`src/rtl/drs_pkg.sv`:
```
package drs_pkg;

    typedef enum logic [2:0] {
        ST_PAUSE,
        ST_IDLE,
        ST_REQ,
        ST_CSET,
        ST_RASLO,
        ST_PRE,
        ST_SRPRE
    } seq_state_t;

    // purpose of the CBR cycle in progress
    typedef enum logic [1:0] {
        JOB_INIT,
        JOB_DIST,
        JOB_PRE_SR,
        JOB_SR
    } job_t;

    typedef struct packed {
        logic       ras_n;
        logic [1:0] cas_n;
    } strobe_t;

    function automatic int max2(input int a, input int b);
        return (a > b) ? a : b;
    endfunction

endpackage

```
`src/rtl/drs_interval_timer.sv`:
```
module drs_interval_timer #(
    parameter int INTERVAL_CYC = 1560
) (
    input  logic clk,
    input  logic rst,
    input  logic run,
    input  logic start,
    output logic pending,
    output logic overdue
);
    localparam int TW = $clog2(INTERVAL_CYC + 1);
    localparam logic [TW-1:0] LAST = TW'(INTERVAL_CYC - 1);

    logic [TW-1:0] tcnt;
    logic          tick;

    assign tick = run && (tcnt == LAST);

    always_ff @(posedge clk) begin
        if (rst) begin
            tcnt    <= '0;
            pending <= 1'b0;
            overdue <= 1'b0;
        end else begin
            if (!run || tcnt == LAST) tcnt <= '0;
            else                      tcnt <= tcnt + 1'b1;

            if (tick)       pending <= 1'b1;
            else if (start) pending <= 1'b0;

            if (start)                overdue <= 1'b0;
            else if (tick && pending) overdue <= 1'b1;
        end
    end

    // an overdue refresh is always still pending
    assert_overdue_pending_R9: assert property (@(posedge clk) disable iff (rst)
        overdue |-> pending);

    // a grant clears the overdue flag on the next cycle
    assert_overdue_clear_R9: assert property (@(posedge clk) disable iff (rst)
        start |=> !overdue);

endmodule

```
`src/rtl/drs_row_tracker.sv`:
```
module drs_row_tracker #(
    parameter int ROWS = 1024
) (
    input  logic clk,
    input  logic rst,
    input  logic init_done,
    input  logic cbr_done,
    input  logic sr_leave,
    output logic sr_ok
);
    localparam int RW = $clog2(ROWS + 1);
    localparam logic [RW-1:0] FULL = RW'(ROWS);

    logic [RW-1:0] rows;

    always_ff @(posedge clk) begin
        if (rst || sr_leave)             rows <= '0;
        else if (cbr_done && rows != FULL) rows <= rows + 1'b1;
    end

    assign sr_ok = init_done && (rows == FULL);

    // sr_ok only rises as a refresh completes or init finishes
    assert_ok_rise_R12: assert property (@(posedge clk) disable iff (rst)
        $rose(sr_ok) |-> ($past(cbr_done) || $rose(init_done)));

    // leaving self refresh withdraws permission
    assert_ok_drop_R12: assert property (@(posedge clk) disable iff (rst)
        sr_leave |=> !sr_ok);

endmodule

```
`src/rtl/dram_refresh_sequencer.sv`:
```
module dram_refresh_sequencer
    import drs_pkg::*;
#(
    parameter int PAUSE_CYC    = 20000,
    parameter int INIT_CYCLES  = 8,
    parameter int INTERVAL_CYC = 1560,
    parameter int ROWS         = 1024,
    parameter int T_CSR        = 1,
    parameter int T_RAS        = 5,
    parameter int T_RP         = 4,
    parameter int T_RPS        = 11,
    parameter int T_SR_MIN     = 10000
) (
    input  logic       clk,
    input  logic       rst,
    input  logic       sr_req,
    input  logic       sr_exit,
    input  logic       bus_gnt,
    output logic       bus_req,
    output logic       ras_n,
    output logic [1:0] cas_n,
    output logic       init_done,
    output logic       sr_active,
    output logic       sr_ok,
    output logic       overdue
);
    localparam int MAXD = max2(max2(PAUSE_CYC, T_SR_MIN),
                               max2(max2(T_RAS, T_RP), max2(T_RPS, T_CSR)));
    localparam int CW = $clog2(MAXD + 1);
    localparam int IW = $clog2(INIT_CYCLES + 1);
    localparam int LW = $clog2(T_SR_MIN + 1);

    localparam logic [CW-1:0] C_PAUSE = CW'(PAUSE_CYC - 1);
    localparam logic [CW-1:0] C_CSR   = CW'(T_CSR - 1);
    localparam logic [CW-1:0] C_RAS   = CW'(T_RAS - 1);
    localparam logic [CW-1:0] C_RP    = CW'(T_RP - 1);
    localparam logic [CW-1:0] C_RPS   = CW'(T_RPS - 1);
    localparam logic [CW-1:0] C_SRMIN = CW'(T_SR_MIN - 1);
    localparam logic [IW-1:0] C_INIT  = IW'(INIT_CYCLES - 1);

    seq_state_t    state;
    job_t          job;
    logic [CW-1:0] cnt;
    logic [IW-1:0] init_cnt;
    strobe_t       strb;
    logic          pending, start, cbr_done, sr_leave, sr_block;

    assign start    = (state == ST_REQ) && bus_gnt;
    assign cbr_done = (state == ST_PRE) && (cnt == C_RP);
    assign sr_leave = (state == ST_RASLO) && (job == JOB_SR) && sr_exit && (cnt >= C_SRMIN);
    assign sr_block = (state == ST_SRPRE) ||
                      ((job == JOB_SR) && (state == ST_CSET || state == ST_RASLO));

    always_ff @(posedge clk) begin
        if (rst) begin
            state     <= ST_PAUSE;
            job       <= JOB_INIT;
            cnt       <= '0;
            init_cnt  <= '0;
            init_done <= 1'b0;
        end else begin
            unique case (state)
                ST_PAUSE: begin
                    if (cnt == C_PAUSE) begin
                        state <= ST_REQ;
                        cnt   <= '0;
                        job   <= JOB_INIT;
                    end else cnt <= cnt + 1'b1;
                end
                ST_IDLE: begin
                    if (sr_req && sr_ok) begin
                        state <= ST_REQ;
                        job   <= JOB_PRE_SR;
                    end else if (pending) begin
                        state <= ST_REQ;
                        job   <= JOB_DIST;
                    end
                end
                ST_REQ: begin
                    if (bus_gnt) begin
                        state <= ST_CSET;
                        cnt   <= '0;
                    end
                end
                ST_CSET: begin
                    if (cnt == C_CSR) begin
                        state <= ST_RASLO;
                        cnt   <= '0;
                    end else cnt <= cnt + 1'b1;
                end
                ST_RASLO: begin
                    if (job == JOB_SR) begin
                        if (sr_leave) begin
                            state <= ST_SRPRE;
                            cnt   <= '0;
                        end else if (cnt < C_SRMIN) cnt <= cnt + 1'b1;
                    end else if (cnt == C_RAS) begin
                        state <= ST_PRE;
                        cnt   <= '0;
                    end else cnt <= cnt + 1'b1;
                end
                ST_PRE: begin
                    if (cnt == C_RP) begin
                        cnt <= '0;
                        case (job)
                            JOB_INIT: begin
                                init_cnt <= init_cnt + 1'b1;
                                if (init_cnt == C_INIT) begin
                                    state     <= ST_IDLE;
                                    init_done <= 1'b1;
                                end else state <= ST_CSET;
                            end
                            JOB_PRE_SR: begin
                                job   <= JOB_SR;
                                state <= ST_CSET;
                            end
                            default: state <= ST_IDLE;
                        endcase
                    end else cnt <= cnt + 1'b1;
                end
                ST_SRPRE: begin
                    if (cnt == C_RPS) begin
                        state <= ST_CSET;
                        job   <= JOB_DIST;
                        cnt   <= '0;
                    end else cnt <= cnt + 1'b1;
                end
                default: state <= ST_PAUSE;
            endcase
        end
    end

    always_comb begin
        strb = '{ras_n: 1'b1, cas_n: 2'b11};
        if (state == ST_CSET)  strb.cas_n = 2'b00;
        if (state == ST_RASLO) strb = '{ras_n: 1'b0, cas_n: 2'b00};
    end

    assign ras_n     = strb.ras_n;
    assign cas_n     = strb.cas_n;
    assign bus_req   = (state != ST_PAUSE) && (state != ST_IDLE);
    assign sr_active = (state == ST_RASLO) && (job == JOB_SR);

    drs_interval_timer #(.INTERVAL_CYC(INTERVAL_CYC)) u_timer (
        .clk     (clk),
        .rst     (rst),
        .run     (init_done && !sr_block),
        .start   (start),
        .pending (pending),
        .overdue (overdue)
    );

    drs_row_tracker #(.ROWS(ROWS)) u_rows (
        .clk       (clk),
        .rst       (rst),
        .init_done (init_done),
        .cbr_done  (cbr_done),
        .sr_leave  (sr_leave),
        .sr_ok     (sr_ok)
    );

    // RAS-low run length, kept for the pulse-width property
    logic [LW-1:0] low_len;
    always_ff @(posedge clk) begin
        if (rst || ras_n)                low_len <= '0;
        else if (low_len != LW'(T_SR_MIN)) low_len <= low_len + 1'b1;
    end

    // CAS is already low in the cycle before RAS falls
    assert_cas_leads_ras_R3: assert property (@(posedge clk) disable iff (rst)
        $fell(ras_n) |-> (cas_n == 2'b00 && $past(cas_n) == 2'b00));

    // RAS-low length is the refresh width or at least the self-refresh minimum
    assert_ras_width_R4: assert property (@(posedge clk) disable iff (rst)
        $rose(ras_n) |-> (low_len == LW'(T_RAS) || low_len == LW'(T_SR_MIN)));

    // strobes move only while the bus is held
    assert_strobe_owns_bus_R8: assert property (@(posedge clk) disable iff (rst)
        (!ras_n || cas_n != 2'b11) |-> bus_req);

    // ready stays ready
    assert_init_sticky_R6: assert property (@(posedge clk) disable iff (rst)
        init_done |=> init_done);

    // self refresh is entered only with permission
    assert_sr_gated_R10: assert property (@(posedge clk) disable iff (rst)
        $rose(sr_active) |-> sr_ok);

endmodule

```
`config.mk`:
```
export PLATFORM = sky130hd
export DESIGN_NAME = dram_refresh_sequencer
export DESIGN_NICKNAME = d
export VERILOG_FILES = /design/src/rtl/drs_pkg.sv /design/src/rtl/drs_interval_timer.sv /design/src/rtl/drs_row_tracker.sv /design/src/rtl/dram_refresh_sequencer.sv
export SDC_FILE = /design/constraint.sdc
export NUM_CORES = 1
export LEC_CHECK = 0
export ABC_AREA = 0
export ABC_CLOCK_PERIOD_IN_PS = 2900
export BUFFER_PORTS_ARGS = -buffer_cell sky130_fd_sc_hd__buf_2
export CAP_MARGIN = 20
export CORE_ASPECT_RATIO = 1.1
export CORE_MARGIN = 4
export CORE_UTILIZATION = 61
export DETAILED_ROUTE_END_ITERATION = 10
export MAX_ROUTING_LAYER = met4
export PLACE_DENSITY = 0.79
export SLEW_MARGIN = 15
export SYNTH_ARGS = -nofsm -noshare
export SYNTH_HDL_FRONTEND = slang
export SYNTH_SLANG_ARGS = --single-unit
export TNS_END_PERCENT = 50
```
`constraint.sdc`:
```
create_clock -name clk -period 2.9 [get_ports clk]
set_input_delay 0.435 -clock clk [delete_from_list [all_inputs] [get_ports clk]]
set_output_delay 0.435 -clock clk [all_outputs]
set_load 0.1 [all_outputs]
```
[Yosys cells after proc, flatten, opt, wreduce, memory -nomap -nowiden]
Cells that the tools add are included.
Widths: inputs -> output; s select.
Word-level totals
  flip-flop bits (word level): 49
  input port bits: 5
  output and inout port bits: 8
  word-level logic and storage cells: 109
Operators by class
  add/sub/neg operators: 4
  order comparisons: 2
  equal/unequal tests: 27
  multiplexer cells: 34
  reduce and logical (&&, ||, !) cells: 33
Operator list (count)
  $mux 15: 9
  $pmux 15 s6: 1
  $mux 3: 11
  $add 11x1->11 const B: 2
  $eq 11x11->1 const B: 2
  $pmux 3 s7: 1
  $mux 2: 8
  $add 15x1->15 const B: 1
  $eq 15x15->1 const B: 1
  $eq 15x2->1 const B: 1
  $eq 15x3->1 const B: 1
  $eq 15x4->1 const B: 1
  $ge 15x14->1 const B: 1
  $logic_not 15->1: 1
  $lt 15x14->1 const B: 1
  $logic_and 1x1->1: 13
  $ne 11x11->1 const B: 1
  $eq 3x3->1 const B: 3
  $ne 3x2->1 const B: 3
  $ne 2x1->1 const B: 4
  $pmux 2 s4: 1
  $reduce_and 8->1: 1
  $eq 3x2->1 const B: 2
  $pmux 3 s2: 1
  other kinds (20): 29

[Longest topological paths before layout]
Gate-level depths: netlist of run 1.
  word-level depth: 9
  mapped depth: 9
  mapped depth without buffers: 9

[By module]
From an unflattened synthesis of run 1, not the netlist that was laid out.
Second synthesis, totals
  cell total of the unflattened synthesis: 398
  area, all modules: 3057.9 µm²
By module, submodules not included
  dram_refresh_sequencer: times used 1, cells an instance 270, area each 1921.8 µm², seq. area each 500.5 µm²
  drs_row_tracker: times used 1, cells an instance 65, area each 570.5 µm², seq. area each 220.2 µm²
  drs_interval_timer: times used 1, cells an instance 63, area each 565.5 µm², seq. area each 260.2 µm²

[Worst setup path before layout of run 1]
OpenSTA, ideal clock, no wires.
  kind: register to output
  start: reg state[0]
  end: out cas_n[1]
  arrival: 2477 ps
  required time: 2465 ps
  path slack: -12 ps
  cell stages (with the launch flop): 5
  path buffers: 2
  cells stage by stage: dfxtp_1 -> clkbuf_1 -> and3b_1 -> nor2_1 -> buf_4
On the way
  word-level cells in the longest chain between the ends: 3
  elaborated cells on any way between the ends: 4
  classes of those cells: 2 x eq/ne; 2 x mux
Ends and longest elaborated chain
  start, declared: RTL line dram_refresh_sequencer.sv:41  | seq_state_t state;
  start signal, assigned: RTL line dram_refresh_sequencer.sv:56  | state <= ST_PAUSE;
  start signal, assigned: RTL line dram_refresh_sequencer.sv:65  | state <= ST_REQ;
  start signal, assigned: RTL line dram_refresh_sequencer.sv:72  | state <= ST_REQ;
  $eq 3x2->1: RTL line dram_refresh_sequencer.sv:135  | if (state == ST_CSET) strb.cas_n = 2'b00;
  $mux 2: RTL line dram_refresh_sequencer.sv:135
  $mux 3 (*): RTL line dram_refresh_sequencer.sv:136  | if (state == ST_RASLO) strb = '{ras_n: 1'b0, cas_n: 2'b00};
  end, declared: RTL line dram_refresh_sequencer.sv:21  | output logic [1:0] cas_n,
Every way passes the cells marked *; elsewhere a longest branch is shown, timed or not.

[Final worst setup path of run 1]
  start: reg cnt[8]
  end: reg cnt[5]
On the way
  word-level cells in the longest chain between the ends: 5
  elaborated cells on any way between the ends: 18
  classes of those cells: 2 x order compare; 5 x eq/ne; 8 x mux; 3 x reduce/logical
Ends and longest elaborated chain
  start, declared: RTL line dram_refresh_sequencer.sv:43  | logic [CW-1:0] cnt;
  start signal, assigned: RTL line dram_refresh_sequencer.sv:68  | end else cnt <= cnt + 1'b1;
  start signal, assigned: RTL line dram_refresh_sequencer.sv:89  | end else cnt <= cnt + 1'b1;
  start signal, assigned: RTL line dram_refresh_sequencer.sv:96  | end else if (cnt < C_SRMIN) cnt <= cnt + 1'b1;
  $ge 15x14->1: RTL line dram_refresh_sequencer.sv:50  | assign sr_leave = (state == ST_RASLO) && (job == JOB_SR) && sr_exit && (cnt >= C_SRMIN);
  $logic_and 1x1->1: RTL line dram_refresh_sequencer.sv:50
  $mux 15: RTL line dram_refresh_sequencer.sv:93  | if (sr_leave) begin
  $mux 15: RTL line dram_refresh_sequencer.sv:92  | if (job == JOB_SR) begin
  $pmux 15 s6: RTL line dram_refresh_sequencer.sv:62  | unique case (state)
Several ways; a longest one is shown, not always the timed one.
A chain may end at the register's enable or synchronous reset.

==> flow_summary.toml, run 1 <==
[sta]
post-route-period-util_pct = 88.02
tightest_slew_ns = 0.7916
final_max_slew_viol_count = 0
finalHoldViolations = 0
period_minus_slack_ns = 2.553
slew_headroom_pct = 47.12
whs_ns = 0.4556
fin_skew_ns = 0.009031
finalSetupViolCount = 0
tns_ns = 0
max_clock_freq_mhz = 391.8
rsz0062_at_grt = "false"

[grt]
first_global_vias = 2382
grt_max_degree = 19
track_usage_pct = 21.95
gr-total-overflow = 0
grt_pass1_wl_mm = 10.32
antenna_found_initial = 0

[detailed_routing]
antenna_left = 0
firstDrtPassIters = 4
wire_per_inst_um = 13.63
drcViolationCount = 0
vias = 2520
wl_mm = 5.752
drt_iter0_markers = 163
routed_via_density = 5.972

[setup_path]
path_class = "flop to flop"
cp_cell_sequence = "nor4_1 -> and3_1 -> a41oi_1 -> nor3_2 -> a21oi_4 -> nand2b_2 -> o311ai_0"
cp_num_buf_inv = 0
setup.worst_path.start = "cnt[8]"
slowest_stage = "dfxtp_1"
start_kind = "flop"
cp_max_fo = 13
worstPathArrival_ns = 2.74
critPathTopFamily = "compound AO/OA/AOI/OAI gates"
crit_required_ns = 3.09
cpPeakStageDelay_ns = 0.52
r2r_start = "cnt[8]"
critPathCaptureType = "flop"

[flow_run]
max-cap-violations = 0

[yosys]
synth_cell_types = 56
synth-async-reset-ratio_pct = 0
synth_area_leaders = "dfxtp_1 35%, nor2_1 5.7%, nand2_1 5.2%"
ys_warn_count = 0
yosysTopAreaCellShare_pct = 34.52
syn_nets = 371
yosys_most_used_dff = "dfxtp_1"
netlist_instances = 359
syn_area_um2 = 2841
syn_avg_cell_area_um2 = 7.915
synth_seq_cells = 49
post-synth-top-area-cell = "dfxtp_1"
synth_edf_count = 0
ys_seq_area_share_pct = 34.52

[floorplanning]
rows = 25
coreArea_um2 = 4410
die_y_um = 79.58
floorplan.initialDensity_pct = 64.43
io_pins = 13
die_area_um2 = 5815
die_x_um = 73.08

[clock_tree]
cts_sinks = 49
cts_root_buffer = "clkbuf_8"
cts.path.max_buffers = 2
cts_tree = "done"
insertion_delay_ns = 0.30
h-tree-depth = 2
cts_made_buffers = 5
clk_pin_slew_ns = 0.08

[power]
swShare_pct = 20.49
powerDensity_nw_per_um2 = 397.8
combPwrFrac_pct = 2.9
internal_power_w = 0.0009683
power_frac_clock_pct = 41.2
vdd_drop_max_mv = 0.3041
p_switching_w = 0.0002495
p_seq_share_pct = 55.9
cellLeakagePower_nw = 1.051
p_total_w = 0.001218

[cells_and_area]
multi_input_area_um2 = 1720
layout.nets = 379
fin_cells = 422
seq_area_um2 = 980.9
drive_above_1_share_pct = 12.77
fillers = 353
area_delta_synth_final_pct = 7.750
final_common_cell = "dfxtp_1"
utilization_pct = 69.42
num_antenna_cells = 0
layout_common_cells = "49 x dfxtp_1, 42 x nor2_1, 39 x nand2_1"

[place]
placement.io_buffers = 12
gp_congestion = 0.9135
dp_hpwl_mm = 4.143
placed_cells = 414

[min_path]
worstHoldPathType = "flop to flop"
hold_start = "u_timer.tcnt[0]"

[outcome]
status = "finished, final reports clean"
==> flip-flops by register name, summed over array words and instances, names as in the netlist <==
register         cells
init_cnt             4
u_timer.overdue      1
init_done            1
u_rows.rows         11
u_timer.pending      1
job                  2
cnt                 15
u_timer.tcnt        11
state                3
==> per-layer routing <==
metal  vias up  wire [um]  GRT usage (%)
met5         -          0              -
met4         0         59          5.351
met3         7        201          4.030
met2        58       2753          36.85
met1      1170       2739          27.03
li1       1285          -              -
==> worst paths after layout <==
kind	slack, ns	endpoint	cells past startpoint
worst min-delay path	0.46	u_timer.tcnt[0]	1
worst min register to register	0.46	u_timer.tcnt[0]	1
worst max-delay path	0.35	cnt[5]	7
worst max register to register	0.35	cnt[5]	7
==> power by group through the flow <==
stage | registers [W] | clock network [W] | logic [W]
2_1_floorplan | 0.000695 | 0 | 0.0000247
3_3_place_gp | 0.000696 | 0 | 0.0000344
3_5_place_dp | 0.000697 | 0 | 0.0000344
4_1_cts | 0.000681 | 0.000511 | 0.0000352
5_1_grt | 0.000682 | 0.000538 | 0.0000400
6_report | 0.000681 | 0.000501 | 0.0000354
==> per-stage QoR <==
step | cell area [um^2] | setup slack, ns
after floorplan | 2844 | 0.4880
after global placement | 2930 | 0.06934
after detailed placement | 2930 | -0.04454
after CTS | 3054 | 0.1405
after global routing | 3062 | 0.08314
final | 3062 | 0.3474
==> synth_stat cells (4+ instances only) <==
library cell	count
buf_2	9
dfxtp_1	49
nor3b_1	4
nor3_1	6
and3_1	8
or3_1	5
clkbuf_1	7
nand3_1	29
xor2_1	12
nor2b_1	5
nor2_1	43
or2_2	4
nor4_1	6
mux2i_1	4
a21oi_1	16
xnor2_1	8
o21ai_0	13
and2_1	4
nand2_1	39
o311ai_1	6
nand2b_1	6
nand4_1	10
inv_1	15
ha_1	7
==> area by class of cell <==
type / count / share of cell area [%]
multi-input combinational: 276 / 56.19
clock buffer: 7 / 2.820
timing repair buffer: 20 / 3.923
clock inverter: 1 / 0.9808
tap: 54 / 2.207
sequential: 49 / 32.04
inverter: 15 / 1.839
==> repair_timing <==
action	in CTS	in global routing
cloned	0	0
endpoints found under the hold margin	0	0
pin swaps	0	0
endpoints found under the setup margin	3	9
setup buffers	0	0
resized for setup	1	2
hold buffers	0	0
==> cells by family after synthesis <==
group	synth area share, %
flops	34.52
xor+xnor	6.165
buf+inv	5.548
compound gates	13.70
fa+ha+maj	3.082
simple gates	35.58
mux	1.409
==> worst reg2reg max path, delay by kind of cell (launching register included) <==
| family | cells | cell delay [ns] |
|---|---|---|
| AO/OA/AOI/OAI | 3 | 1.18 |
| flip-flops | 1 | 0.52 |
| AND/OR/NAND/NOR | 4 | 0.74 |
Power figures use the tool's default switching activity.
==> run 2: changes to the inputs <==
Settings changed: CTS_CLUSTER_DIAMETER from default to 50, GPL_TIMING_DRIVEN from default to 0.
==> run 2 against run 1 <==
  * Count of clock-buffer cells in the layout unchanged
  * Fmax down 4.5%
  * Combinational power about the same
  * First-iteration DRC count up 28%
  * Sequential power about the same
  * Largest cell class unchanged
  * Highest routed layer unchanged
  * Critical endpoint is now init_cnt[3]
  * Die area unchanged
  * Wire length up 4.6%
==> flow_summary.toml, run 2 (synthesized netlist as in run 1, its figures left out) <==
[outcome]
status = "finished, final reports clean"

[setup_path]
crit_required_ns = 3.08
start_kind = "flop"
slowest_stage = "nor4_1"
cp_max_fo = 8
worstPathArrival_ns = 2.86
path_class = "flop to flop"
reg2reg_slack_ns = 0.23
critPathCaptureType = "flop"
cpPeakStageDelay_ns = 0.84
cp_cell_sequence = "buf_2 -> nor4_1 -> nand4_1 -> nor4_1 -> nand4_1 -> xor2_1 -> nor2_1"
r2r_start = "cnt[14]"
r2r-end = "init_cnt[3]"
reg2reg_depth = 7
endpoint = "init_cnt[3]"
setup.worst_path.start = "cnt[14]"

[floorplanning]
die_x_um = 73.08
coreArea_um2 = 4410
die_y_um = 79.58
die_area_um2 = 5815
rows = 25
floorplan.initialDensity_pct = 64.43
io_pins = 13

[clock_tree]
cts_sinks = 49
post_cts_resized = 0
cts_tree = "done"
cts_hold_buffers = 0
cts.path.max_buffers = 2
cts_root_buffer = "clkbuf_8"
cts_made_buffers = 5
h-tree-depth = 2
cts_setup_buffers = 0
clk_pin_slew_ns = 0.09
insertion_delay_ns = 0.30

[flow_run]
max-cap-violations = 0

[detailed_routing]
drcViolationCount = 0
firstDrtPassIters = 4
wl_mm = 6.018
wire_per_inst_um = 13.93
routed_via_density = 5.919
antenna_left = 0
vias = 2557
drt_iter0_markers = 209

[cells_and_area]
final_common_cell = "dfxtp_1"
multi_input_area_um2 = 1705
area_delta_synth_final_pct = 7.354
reg_top3 = "cnt x15, u_rows.rows x11, u_timer.tcnt x11"
layout.nets = 389
drive_above_1_share_pct = 12.43
largest_register = "cnt"
layout_common_cells = "49 x dfxtp_1, 42 x nor2_1, 39 x nand2_1"
largest_reg_flops = 15
num_antenna_cells = 0
seq_area_um2 = 980.9
fillers = 382

[grt]
met3_usage_pct = 4.030
first_global_vias = 2362
grtUsageMet2_pct = 37.92
gr-usage-met1_pct = 26.07
antenna_found_initial = 0
grt_max_degree = 15
gr-total-overflow = 0
track_usage_pct = 22.12
busiest_layer = "met2"
grt_pass1_wl_mm = 10.17

[place]
gp_congestion = 0.8520
placement.io_buffers = 11
dp_hpwl_mm = 4.424

[power]
p_total_w = 0.001112
powerDensity_nw_per_um2 = 364.4
vdd_drop_max_mv = 0.2532
cellLeakagePower_nw = 1.052

[sta]
tightest_slew_ns = 0.9421
fin_skew_ns = 0.008214
finalSetupViolCount = 0
post-route-period-util_pct = 92.12
tns_ns = 0
finalHoldViolations = 0
rsz0062_at_grt = "false"
slew_headroom_pct = 36.61
max_clock_freq_mhz = 374.3
final_max_slew_viol_count = 0
period_minus_slack_ns = 2.672

[min_path]
worstHoldPathType = "input pin to flop"
-- run 2: cell count changes in the layout (fill, tap and decap cells not counted), moves of 2 or more --
cell / delta
buf_6: +2
clkbuf_1: +8
buf_4: -7
buf_2: +8
-- run 2: cell type report --
type                       instances  area share, %
multi-input combinational        276          55.91
sequential                        49          32.16
inverter                          15          1.846
timing repair buffer              11          1.805
buffer                            19          3.322
clock buffer                       7          2.502
clock inverter                     1         0.2461
tap                               54          2.215
-- run 2: metal layers --
metal | vias to the layer above | share of wire, % | wire, um
li1 | 1300 | - | -
met1 | 1210 | 45 | 2726
met2 | 38 | 50 | 3038
met3 | 9 | 2.9 | 175
met4 | 0 | 1.3 | 78
met5 | - | 0 | 0
-- run 2: where the power goes --
| part | total, W | internal, W | switching (W) |
|---|---|---|---|
| Sequential | 0.000681 | 0.000676 | 0.00000529 |
| Combinational | 0.0000355 | 0.0000117 | 0.0000239 |
| Clock | 0.000395 | 0.000171 | 0.000224 |
| Total | 0.00111 | 0.000858 | 0.000253 |
-- run 2: stage by stage --
step | hold WS, ns | util (%) | area, um^2 | instances | setup WS (ns)
floorplan | 0.4176 | - | 2844 | 359 | 0.4880
global placement | 0.4333 | 67.26 | 2967 | 424 | 0.4015
detailed placement | 0.4411 | 67.26 | 2967 | 424 | 0.3280
CTS | 0.4230 | 69.16 | 3050 | 432 | 0.2411
global route | 0.4509 | 69.16 | 3050 | 432 | 0.05894
finish | 0.4384 | 69.16 | 3050 | 432 | 0.2284
-- run 2: worst min path at each step --
stage	startpoint	depth (start not counted)	slack, ns	end
2_1_floorplan	u_timer.tcnt[0]	1	0.42	u_timer.tcnt[0]
3_3_place_gp	u_timer.tcnt[0]	1	0.43	u_timer.tcnt[0]
3_5_place_dp	u_timer.tcnt[0]	1	0.44	u_timer.tcnt[0]
4_1_cts	rst	2	0.42	cnt[4]
5_1_grt	rst	2	0.45	state[0]
6_report	rst	2	0.44	cnt[4]
-- run 2: critical path: cells and delay by family, from the launching register on --
| family | cells | cell delay [ns] |
|---|---|---|
| simple gates | 5 | 1.93 |
| buf+inv | 1 | 0.15 |
| xor+xnor | 1 | 0.17 |
| flops | 1 | 0.30 |
==> run 3: changes to the inputs <==
==> constraint.sdc (replaced) <==
create_clock -name clk -period 2.9 [get_ports clk]
set_input_delay 0.435 -clock clk [delete_from_list [all_inputs] [get_ports clk]]
set_output_delay 0.435 -clock clk [all_outputs]
set_load 0.01 [all_outputs]
==> run 3 against run 2 <==
  * Total power barely moved
  * Via count down 0.55%
  * Sequential share of layout area barely moved
  * Fmax grew 1.9%
  * Worst hold slack better by 0.0050 ns
  * Largest cell class unchanged
  * Utilization shrank 0.057 points
  * Highest routed layer unchanged
  * Largest power group unchanged
  * Clock skew shrank 0.0014 ns
  * Critical endpoint is now cnt[11]
  * Critical path type unchanged
==> flow_summary.toml, run 3 (synthesized netlist as in run 1, its figures left out) <==
[outcome]
status = "finished, final reports clean"

[clock_tree]
cts_tree = "done"
cts_hold_buffers = 0
cts_setup_buffers = 0
cts_sinks = 49
cts_root_buffer = "clkbuf_8"
post_cts_resized = 0
cts_made_buffers = 5
clk_pin_slew_ns = 0.09
insertion_delay_ns = 0.30
cts.path.max_buffers = 2
h-tree-depth = 2

[cells_and_area]
largest_reg_flops = 15
utilization_pct = 69.11
layout_common_cells = "49 x dfxtp_1, 43 x nor2_1, 39 x nand2_1"
largest_register = "cnt"
num_antenna_cells = 0
multi_input_area_um2 = 1703
fillers = 402
area_delta_synth_final_pct = 7.265
reg_top3 = "cnt x15, u_rows.rows x11, u_timer.tcnt x11"
seq_area_um2 = 980.9
layout.nets = 389
drive_above_1_share_pct = 12.17
final_common_cell = "dfxtp_1"

[detailed_routing]
dr_wl_met2_mm = 2.912
wl_met1_mm = 2.796
wl_mm = 6.007
drt_iter0_markers = 172
wire_per_inst_um = 13.91
vias = 2543
route.met3.wl_um = 201
routed_via_density = 5.887
firstDrtPassIters = 4
antenna_left = 0
drcViolationCount = 0
top_layer = "met4"

[flow_run]
max-cap-violations = 0

[sta]
tightest_slew_ns = 0.9527
post-route-period-util_pct = 90.42
finalHoldViolations = 0
rsz0062_at_grt = "false"
finalSetupViolCount = 0
max_clock_freq_mhz = 381.4
final_max_slew_viol_count = 0
timing.final.ws_setup_ns = 0.2779
fin_skew_ns = 0.006790
tns_ns = 0
slew_headroom_pct = 35.90
period_minus_slack_ns = 2.622

[power]
internal_power_w = 0.0008585
cellLeakagePower_nw = 1.051
powerDensity_nw_per_um2 = 364.9
power_frac_clock_pct = 35.5
vdd_drop_max_mv = 0.2363
p_switching_w = 0.0002538
combPwrFrac_pct = 3.3
swShare_pct = 22.82
p_seq_share_pct = 61.2

[place]
dp_hpwl_mm = 4.374
placement.io_buffers = 11
post-place-ws_ns = 0.3099
gp_congestion = 0.8483

[grt]
first_global_vias = 2406
track_usage_pct = 22.93
gr-total-overflow = 0
antenna_found_initial = 0
grt_max_degree = 15
grt_pass1_wl_mm = 10.43

[setup_path]
cp_cell_sequence = "nor3_1 -> nand3_1 -> a221oi_1 -> nor3_2 -> a21oi_2 -> nand2b_1 -> buf_2 -> o311ai_1"
cp_max_fo = 10
cpPeakStageDelay_ns = 0.46
slowest_stage = "nor3_1"
cp_num_buf_inv = 1
path_class = "flop to flop"
worstPathArrival_ns = 2.83
critPathCaptureType = "flop"
critPathTopFamily = "compound AO/OA/AOI/OAI gates"
crit_required_ns = 3.10
start_kind = "flop"

[floorplanning]
die_x_um = 73.08
io_pins = 13
rows = 25
coreArea_um2 = 4410
die_area_um2 = 5815
die_y_um = 79.58
floorplan.initialDensity_pct = 64.43

[min_path]
worstHoldPathType = "input pin to flop"
## run 3: worst reg2reg max path: cells and delay by family, from the launching register on
kind / cells / cell delay [ns]
AOI/OAI and AO/OA: 3 / 1.00
and+or+nand+nor: 4 / 0.93
DFF: 1 / 0.37
buffers and inverters: 1 / 0.22
## run 3: power groups by stage
stage / combinational [W] / sequential [W] / clock (W)
final: 0.0000366 / 0.000681 / 0.000395
after global routing: 0.0000414 / 0.000682 / 0.000432
after CTS: 0.0000366 / 0.000681 / 0.000408
after detailed placement: 0.0000363 / 0.000697 / 0
after global placement: 0.0000349 / 0.000696 / 0
after floorplan: 0.0000247 / 0.000695 / 0
## run 3: worst paths after layout
path,slack [ns],cells after the start,end,start
worst min-delay path,0.44,2,state[0],rst
worst max register to register,0.28,8,cnt[11],cnt[4]
worst max-delay path,0.28,8,cnt[11],cnt[4]
worst min register to register,0.46,1,u_timer.tcnt[0],u_timer.tcnt[0]
## run 3: metrics by stage
stage               std cells  hold slack, ns  total power (W)  cell area (um^2)
floorplan                 359          0.4176        0.0007201              2841
global placement          424          0.4325        0.0007314              2964
detailed placement        424          0.4484        0.0007331              2964
CTS                       432          0.4330         0.001126              3048
global route              432          0.4406         0.001155              3048
finish                    432          0.4433         0.001112              3048
## run 3: cell type report
class,count,share of cell area (%)
Clock inverter,1,0.2463
Clock buffer,7,2.504
Sequential cell,49,32.18
Tap cell,54,2.217
Timing Repair Buffer,11,1.806
Inverter,15,1.847
Multi-Input combinational cell,276,55.87
Buffer,19,3.325
## run 3: metal layers
metal | vias up | track usage, %
li1 | 1313 | -
met1 | 1188 | 27.26
met2 | 33 | 37.66
met3 | 9 | 5.416
met4 | 0 | 7.934
met5 | - | -
